**config.mk**
```make
export PLATFORM = sky130hd
export DESIGN_NAME = pwr_wake_status
export DESIGN_NICKNAME = d
export VERILOG_FILES = /design/src/rtl/pwr_wake_pkg.sv /design/src/rtl/pws_hold_timer.sv /design/src/rtl/pws_power_fsm.sv /design/src/rtl/pws_status_regs.sv /design/src/rtl/pwr_wake_status.sv
export SDC_FILE = /design/constraint.sdc
export NUM_CORES = 1
export LEC_CHECK = 0
export BUFFER_PORTS_ARGS = -buffer_cell sky130_fd_sc_hd__buf_2
export CAP_MARGIN = 20
export CORE_MARGIN = 2
export CORE_UTILIZATION = 30
export CTS_CLUSTER_DIAMETER = 40
export DETAILED_ROUTE_END_ITERATION = 6
export GPL_TIMING_DRIVEN = 0
export PLACE_DENSITY = 0.7
export SLEW_MARGIN = 20
export SYNTH_ARGS = -nofsm -noshare
export SYNTH_HDL_FRONTEND = slang
export SYNTH_SLANG_ARGS = --single-unit
```
**constraint.sdc**
```tcl
create_clock -name clk -period 2.8 [get_ports clk]
set_input_delay 0.42 -clock clk [delete_from_list [all_inputs] [get_ports clk]]
set_output_delay 0.42 -clock clk [all_outputs]
set_load 0.02 [all_outputs]
```
**src/rtl/pwr_wake_pkg.sv**
```systemverilog
package pwr_wake_pkg;
  typedef enum logic [1:0] {
    PS_ON      = 2'd0,
    PS_SLEEP   = 2'd1,
    PS_SOFTOFF = 2'd2
  } pwr_state_e;

  localparam int REG_W         = 16;
  localparam int STS_WAKE_BIT  = 15;
  localparam int STS_OVR_BIT   = 11;
  localparam int STS_ALARM_BIT = 10;
  localparam int EN_ALARM_BIT  = 10;
  localparam int EN_EXT_BIT    = 8;
  localparam int CTL_SLEEP_BIT = 0;
  localparam int CTL_LOSS_BIT  = 1;

  localparam int OFS_STATUS = 'h00;
  localparam int OFS_ENABLE = 'h02;
  localparam int OFS_CTRL   = 'h04;
endpackage

```
**src/rtl/pws_hold_timer.sv**
```systemverilog
module pws_hold_timer #(
  parameter int HOLD_TICKS = 4
) (
  input  logic clk,
  input  logic rst,
  input  logic held,
  input  logic tick,
  output logic fire
);
  localparam int CW = (HOLD_TICKS < 2) ? 1 : $clog2(HOLD_TICKS);
  localparam logic [CW-1:0] LAST = CW'(HOLD_TICKS - 1);

  logic [CW-1:0] cnt_q;
  logic          done_q;

  // a held button fires once per press; release rearms
  assign fire = held && tick && !done_q && (cnt_q == LAST);

  always_ff @(posedge clk) begin
    if (rst) begin
      cnt_q  <= '0;
      done_q <= 1'b0;
    end else if (!held) begin
      cnt_q  <= '0;
      done_q <= 1'b0;
    end else if (tick && !done_q) begin
      if (cnt_q == LAST) begin
        cnt_q  <= '0;
        done_q <= 1'b1;
      end else begin
        cnt_q <= cnt_q + 1'b1;
      end
    end
  end
endmodule

```
**src/rtl/pws_power_fsm.sv**
```systemverilog
module pws_power_fsm
  import pwr_wake_pkg::*;
(
  input  logic       clk,
  input  logic       rst,
  input  logic       ovr,
  input  logic       wake_hit,
  input  logic       sleep_go,
  input  logic       restore,
  input  logic       loss_flag,
  output pwr_state_e state,
  output logic       wake_req,
  output logic       wak_set
);
  pwr_state_e state_n;
  logic       wake_req_n;

  always_comb begin
    state_n    = state;
    wak_set    = 1'b0;
    wake_req_n = 1'b0;
    if (ovr) begin
      state_n = PS_SOFTOFF;
    end else begin
      case (state)
        PS_ON: begin
          if (restore && loss_flag) wak_set = 1'b1;
          else if (sleep_go)        state_n = PS_SLEEP;
        end
        PS_SLEEP: begin
          if (wake_hit) begin
            state_n    = PS_ON;
            wak_set    = 1'b1;
            wake_req_n = 1'b1;
          end
        end
        PS_SOFTOFF: begin
          if (wake_hit) begin
            state_n = PS_ON;
          end else if (restore && loss_flag) begin
            state_n = PS_ON;
            wak_set = 1'b1;
          end
        end
        default: state_n = PS_ON;
      endcase
    end
  end

  always_ff @(posedge clk) begin
    if (rst) begin
      state    <= PS_ON;
      wake_req <= 1'b0;
    end else begin
      state    <= state_n;
      wake_req <= wake_req_n;
    end
  end
endmodule

```
**src/rtl/pws_status_regs.sv**
```systemverilog
module pws_status_regs
  import pwr_wake_pkg::*;
#(
  parameter int ADDR_W = 8
) (
  input  logic              clk,
  input  logic              por,
  input  logic              resume_rst,
  input  logic              hard_rst,
  input  logic              wr_en,
  input  logic [ADDR_W-1:0] addr,
  input  logic [REG_W-1:0]  wr_data,
  input  logic              ovr,
  input  logic              alarm,
  input  logic              wak_set,
  output logic [REG_W-1:0]  rd_data,
  output logic              alarm_en,
  output logic              ext_en,
  output logic              loss_flag,
  output logic              sleep_go,
  output logic              sts_wak,
  output logic              sts_ovr,
  output logic              sts_alarm
);
  localparam logic [ADDR_W-1:0] A_STS = ADDR_W'(OFS_STATUS);
  localparam logic [ADDR_W-1:0] A_EN  = ADDR_W'(OFS_ENABLE);
  localparam logic [ADDR_W-1:0] A_CTL = ADDR_W'(OFS_CTRL);

  logic wr_sts, wr_en_reg, wr_ctl;
  logic [REG_W-1:0] rd_next;
  logic unused_wdata;

  assign unused_wdata = ^wr_data;
  assign wr_sts    = wr_en && (addr == A_STS);
  assign wr_en_reg = wr_en && (addr == A_EN);
  assign wr_ctl    = wr_en && (addr == A_CTL);
  assign sleep_go  = wr_ctl && wr_data[CTL_SLEEP_BIT];

  // forced-off history and lost-power flag: cleared only at power-on
  always_ff @(posedge clk) begin
    if (por) begin
      sts_ovr   <= 1'b0;
      loss_flag <= 1'b0;
    end else if (!resume_rst && !hard_rst) begin
      sts_ovr   <= (sts_ovr && !(wr_sts && wr_data[STS_OVR_BIT])) || ovr;
      loss_flag <= (wr_ctl ? wr_data[CTL_LOSS_BIT] : loss_flag) || ovr;
    end
  end

  // resume-well flags: survive a hard reset
  always_ff @(posedge clk) begin
    if (por || resume_rst) begin
      sts_wak   <= 1'b0;
      sts_alarm <= 1'b0;
    end else if (!hard_rst) begin
      sts_wak   <= (sts_wak && !(wr_sts && wr_data[STS_WAKE_BIT])) || wak_set;
      sts_alarm <= (sts_alarm && !(wr_sts && wr_data[STS_ALARM_BIT])) || alarm;
    end
  end

  // enables: cleared by every reset class
  always_ff @(posedge clk) begin
    if (por || resume_rst || hard_rst) begin
      alarm_en <= 1'b0;
      ext_en   <= 1'b0;
    end else if (wr_en_reg) begin
      alarm_en <= wr_data[EN_ALARM_BIT];
      ext_en   <= wr_data[EN_EXT_BIT];
    end
  end

  always_comb begin
    rd_next = '0;
    if (addr == A_STS) begin
      rd_next[STS_WAKE_BIT]  = sts_wak;
      rd_next[STS_OVR_BIT]   = sts_ovr;
      rd_next[STS_ALARM_BIT] = sts_alarm;
    end else if (addr == A_EN) begin
      rd_next[EN_ALARM_BIT] = alarm_en;
      rd_next[EN_EXT_BIT]   = ext_en;
    end else if (addr == A_CTL) begin
      rd_next[CTL_LOSS_BIT] = loss_flag;
    end
  end

  always_ff @(posedge clk) begin
    if (por || resume_rst || hard_rst) rd_data <= '0;
    else                               rd_data <= rd_next;
  end
endmodule

```
**src/rtl/pwr_wake_status.sv**
```systemverilog
module pwr_wake_status
  import pwr_wake_pkg::*;
#(
  parameter int ADDR_W     = 8,
  parameter int HOLD_TICKS = 4
) (
  input  logic              clk,
  input  logic              por,
  input  logic              resume_rst,
  input  logic              hard_rst,
  input  logic              reg_wr,
  input  logic [ADDR_W-1:0] reg_addr,
  input  logic [15:0]       reg_wdata,
  output logic [15:0]       reg_rdata,
  input  logic              rtc_alarm,
  input  logic              ext_wake,
  input  logic              btn_held,
  input  logic              slow_tick,
  input  logic              ovr_msg,
  input  logic              therm_trip,
  input  logic              power_restore,
  output logic [1:0]        pwr_state,
  output logic              wake_req
);
  logic any_rst, hold_fire, ovr, wake_hit, wak_set;
  logic alarm_en, ext_en, loss_flag, sleep_go;
  logic sts_wak, sts_ovr, sts_alarm;
  pwr_state_e state;

  assign any_rst  = por || resume_rst || hard_rst;
  assign ovr      = hold_fire || ovr_msg || therm_trip;
  assign wake_hit = (rtc_alarm && alarm_en) || (ext_wake && ext_en);
  assign pwr_state = state;

  pws_hold_timer #(.HOLD_TICKS(HOLD_TICKS)) u_hold (
    .clk  (clk),
    .rst  (any_rst),
    .held (btn_held),
    .tick (slow_tick),
    .fire (hold_fire)
  );

  pws_power_fsm u_fsm (
    .clk       (clk),
    .rst       (any_rst),
    .ovr       (ovr),
    .wake_hit  (wake_hit),
    .sleep_go  (sleep_go),
    .restore   (power_restore),
    .loss_flag (loss_flag),
    .state     (state),
    .wake_req  (wake_req),
    .wak_set   (wak_set)
  );

  pws_status_regs #(.ADDR_W(ADDR_W)) u_regs (
    .clk        (clk),
    .por        (por),
    .resume_rst (resume_rst),
    .hard_rst   (hard_rst),
    .wr_en      (reg_wr),
    .addr       (reg_addr),
    .wr_data    (reg_wdata),
    .ovr        (ovr),
    .alarm      (rtc_alarm),
    .wak_set    (wak_set),
    .rd_data    (reg_rdata),
    .alarm_en   (alarm_en),
    .ext_en     (ext_en),
    .loss_flag  (loss_flag),
    .sleep_go   (sleep_go),
    .sts_wak    (sts_wak),
    .sts_ovr    (sts_ovr),
    .sts_alarm  (sts_alarm)
  );
endmodule

```
==> results.md <==
- The flow ran to the end, and the final reports show no timing, DRC or antenna violations.
- The worst setup timing slack at the placement stage is 0.417 ns.
- The element type at the critical path start is an input port.
- After floorplanning, the core was sized to cover 0.00271 mm^2.
- The type of the worst setup path is in -> reg.
- The proportion of layout cells with a drive suffix above 1 is 39.1%.
- Summed over all nets, wire length on met2 after detailed routing comes to 1020 um.
- Summing all flip-flop and latch instances after layout gives 340 um^2.
- Hold repair after CTS inserted 0 buffers.
- After clock tree synthesis, the clock-pin slew on the worst setup and hold paths is 0.11 ns.
- Summed over all nets, wire length on met3 after detailed routing comes to 65 um.
- The number of fillers in the final layout is 307.
- The total number of yosys warnings is 0.
- The routed design could run at a clock period as short as 2.06 ns.
- Based on the critical path, the design can be clocked at up to 486 MHz.
- The launch instance of the worst register-to-register path is u_hold.done_q$_SDFFE_PP0P_.
- The synthesized netlist contains 29 unique library cells.
- The sum of routed wire segments on met1 is 769 um.
- The delay contributed by the slowest stage of the critical path is 0.55 ns.
- Measured in cells, the most critical reg-to-reg path has a length of 4.
- The root buffer cell chosen for the clock tree is sky130_fd_sc_hd__clkbuf_4.
- The start point of the worst min-delay path is reg_addr[6].
- The setup slack of the worst register-to-register path is 1.28 ns.
- The reg-to-reg endpoint is u_regs.loss_flag$_SDFFE_PP0P_.
- The arrival time at the worst endpoint is 2.25 ns.
- The post-CTS setup-driven buffer insertion count is 0.
- After detailed placement, the total cell area comes to 0.00108 mm^2.
- The synthesized netlist occupies a cell area of 837 um^2.
- The number of standard-cell rows in the floorplan is 19.
- Routed signal wires occupy layers up through met4.
- For this design the static power due to leakage is 0.494 nW.
- STA puts the critical path data required time at 2.99 ns.
- The first global-routing pass estimated 3130 um of wire.
- The instance count of the mapped netlist is 91.
- The largest buffer count on any clock path is 2.
- The signed area change from the synthesized netlist to the final layout is 32.1%.
- Routability-driven placement finished with a final weighted congestion of 0.851.
- The initial utilization of the core area, before any placement, comes to 30.9%.
- The number of input and output port buffers inserted is 33.
- The worst hold path stage count is 2.
- In this run, the number of DRC markers left after iteration 0 of detailed routing was 15.
- The startpoint of the most critical setup path is reg_addr[0].
- The routed design has 1910 um of wire.
- The cell seen most often among critical-path stages is sky130_fd_sc_hd__or4_4.
- The pin count of the biggest net entering global routing is 11.
- The number of primary I/O pins is 55.
- The summed negative setup slack over all endpoints is 0 ns.
- The share of the Yosys chip area taken by registers is 40.7%.
- A synthesized cell averages 9.20 um^2.
- The cell with the largest stage delay on the worst path is sky130_fd_sc_hd__or4_4.
- The total half-perimeter wirelength after legalization and detailed placement is 1600 um.
- Summing all multi-input logic gate instances after layout gives 448 um^2.
- The number of antenna diodes in the final layout is 0.
- The clock drives 17 sinks.
- The clock reaches the later pin of the worst-skew pair after 0.30 ns.
- The number of global-route vias before repair is 795.
- Measured along the y axis, the die boundary spans 56.8 um.
- The type of destination of the critical path is a flop.
- The summed area of non-filler cells in the final layout is 0.00111 mm^2.
- The post-route worst setup slack is 0.741 ns.
- The power per unit of standard cell area is 411 mW/mm^2.
- In this run the number of H-tree levels came out at 1.
- The initial antenna violation count is 0.
- The overall routing resource usage is 12.2%.
- The horizontal die dimension is 56.8 um.
- The clock buffer count from CTS is 3.
- The full die area is 0.00323 mm^2.
- The path with the worst hold slack has its endpoint at u_regs.rd_data[1]$_SDFF_PP0_.
- The final-report hold violation count is 0.
- The synthesized design contains 17 register bits.
- The residual overflow from global routing is 0.
- The final count of pins violating max slew came to 0.
- The total power is 0.454 mW.
- The TritonCTS clock tree is done.
- The via count normalized by instance count is 4.75.
- The min-delay analysis places its worst path in the category in -> reg.
- Setup repair after global routing left no endpoint under its margin.
- The first-pass iteration count of the detailed router is 4.
- The number of gates resized after CTS was 0.
- The final-stage net count is 176.
- The remaining antenna violation count is 0.
- For the final database, setup skew stands at 0.00839 ns.
- For this run, the share of the core covered by cells in the final layout is 40.8%.
- The routed wire length per instance is 11.3 um.
- The largest voltage drop on the vdd net is 0.175 mV.
- Walking the worst path, the cells encountered are buf_2 -> or4_4 -> or4_4 -> a211o_1 -> a2111oi_2.
- The max-cap violation count is 0.
- The residual DRC count is 0.
- The period utilization is 73.5%.
- The largest fanout of any net on the critical path is 5.
- The routed via count is 803.
- Setup violations remaining at the end of the flow were counted as 0.
==> state kept, by name, indices dropped and copies added (netlist names) <==
signal            count
u_regs.rd_data        5
u_fsm.state           2
u_hold.cnt_q          2
u_fsm.wake_req        1
u_hold.done_q         1
u_regs.alarm_en       1
u_regs.ext_en         1
u_regs.loss_flag      1
u_regs.sts_alarm      1
u_regs.sts_ovr        1
u_regs.sts_wak        1
==> worst max-delay path: cells and delay by family <==
kind | cells | cell delay (ns)
compound gates | 2 | 0.64
buf+inv | 1 | 0.09
simple gates | 2 | 1.09
==> metrics by stage <==
| step | cells | hold slack [ns] |
|---|---|---|
| after floorplan | 101 | 0.434 |
| after global placement | 165 | 0.457 |
| after detailed placement | 165 | 0.475 |
| after CTS | 169 | 0.296 |
| after global routing | 169 | 0.289 |
| final | 169 | 0.292 |
==> synth_stat cells, drive strengths merged <==
master,n,area (um^2)
a2111oi,2,23.8
a211o,1,8.76
a211oi,3,22.5
a21bo,2,20.0
a21oi,3,15.0
a22o,1,8.76
a22oi,1,7.51
a311o,1,10.0
a311oi,1,8.76
a32o,1,10.0
buf,11,82.6
conb,1,3.75
dfxtp,17,340
ha,1,12.5
inv,1,3.75
mux2i,5,50.1
nand2,7,26.3
nand2b,3,18.8
nand3,2,10.0
nand3b,2,15.0
nor2,11,41.3
nor2b,1,6.26
nor3,3,15.0
nor3b,2,15.0
nor4,3,18.8
or3,3,20.0
or4,2,22.5
==> cell families (layout without fill, tap and decap cells) <==
group / after synthesis / in the layout / synth area share (%)
AOI/OAI and AO/OA: 16 / 16 / 16.1
adders and majority gates: 1 / 1 / 1.49
buffers and inverters: 12 / 49 / 10.3
DFF: 17 / 17 / 40.7
muxes: 5 / 5 / 5.98
other: 1 / 11 / 0.448
and+or+nand+nor: 39 / 39 / 25.0
==> worst max-delay path by stage <==
| stage | cells past startpoint | endpoint |
|---|---|---|
| after floorplan | 4 | u_fsm.state[0]$_SDFFE_PP0P_ |
| after global placement | 5 | u_fsm.state[0]$_SDFFE_PP0P_ |
| after detailed placement | 5 | u_fsm.state[0]$_SDFFE_PP0P_ |
| after CTS | 5 | u_fsm.state[0]$_SDFFE_PP0P_ |
| after global routing | 5 | u_fsm.state[0]$_SDFFE_PP0P_ |
| final | 5 | u_fsm.state[0]$_SDFFE_PP0P_ |
==> metal layers <==
| layer | track usage [%] | up-vias |
|---|---|---|
| met5 | 0 | - |
| met4 | 7.64 | 0 |
| met3 | 1.84 | 8 |
| met2 | 22.1 | 20 |
| met1 | 13.0 | 367 |
| li1 | - | 408 |
==> report_power, final <==
group | internal [mW] | total [mW] | leakage, nW | switching, mW
Combinational | 0.0329 | 0.0705 | 0.339 | 0.0376
Sequential | 0.245 | 0.248 | 0.138 | 0.00289
Clock | 0.0533 | 0.136 | 0.0177 | 0.0826
Total | 0.331 | 0.454 | 0.494 | 0.123
==> cell usage in the layout, fill, tap and decap left out <==
cell type / Yosys / layout
sky130_fd_sc_hd__nor4_1: 3 / 3
sky130_fd_sc_hd__a211o_1: 1 / 1
sky130_fd_sc_hd__clkbuf_4: 0 / 3
sky130_fd_sc_hd__buf_2: 0 / 33
sky130_fd_sc_hd__nand2b_1: 3 / 3
sky130_fd_sc_hd__clkinv_2: 0 / 1
sky130_fd_sc_hd__nor2b_1: 1 / 1
sky130_fd_sc_hd__a211oi_1: 3 / 3
sky130_fd_sc_hd__a2111oi_2: 1 / 1
sky130_fd_sc_hd__a311o_1: 1 / 1
sky130_fd_sc_hd__inv_1: 1 / 1
sky130_fd_sc_hd__or4_4: 2 / 2
sky130_fd_sc_hd__nor3b_1: 2 / 2
sky130_fd_sc_hd__a21bo_2: 2 / 2
sky130_fd_sc_hd__ha_1: 1 / 1
sky130_fd_sc_hd__dfxtp_1: 17 / 17
sky130_fd_sc_hd__nand2_1: 7 / 7
sky130_fd_sc_hd__a21oi_1: 3 / 3
sky130_fd_sc_hd__a22oi_1: 1 / 1
sky130_fd_sc_hd__or3_1: 2 / 2
sky130_fd_sc_hd__nand3_1: 2 / 2
sky130_fd_sc_hd__buf_4: 11 / 11
sky130_fd_sc_hd__a32o_1: 1 / 1
sky130_fd_sc_hd__or3_2: 1 / 1
sky130_fd_sc_hd__a22o_1: 1 / 1
sky130_fd_sc_hd__nand3b_1: 2 / 2
sky130_fd_sc_hd__conb_1: 1 / 11
sky130_fd_sc_hd__mux2i_1: 5 / 5
sky130_fd_sc_hd__nor3_1: 3 / 3
sky130_fd_sc_hd__a2111oi_0: 1 / 1
sky130_fd_sc_hd__a311oi_1: 1 / 1
sky130_fd_sc_hd__nor2_1: 11 / 11
==> final cells by class <==
| cell class | count | share of cell area [%] |
|---|---|---|
| plain buffers | 11 | 7.47 |
| clock buffers | 3 | 2.04 |
| clock inverters | 1 | 0.452 |
| inverters | 1 | 0.339 |
| multi-input cells | 72 | 40.5 |
| flip-flops and latches | 17 | 30.8 |
| well taps | 31 | 3.51 |
| repair buffers | 33 | 14.9 |
Power figures use the tool's default switching activity.
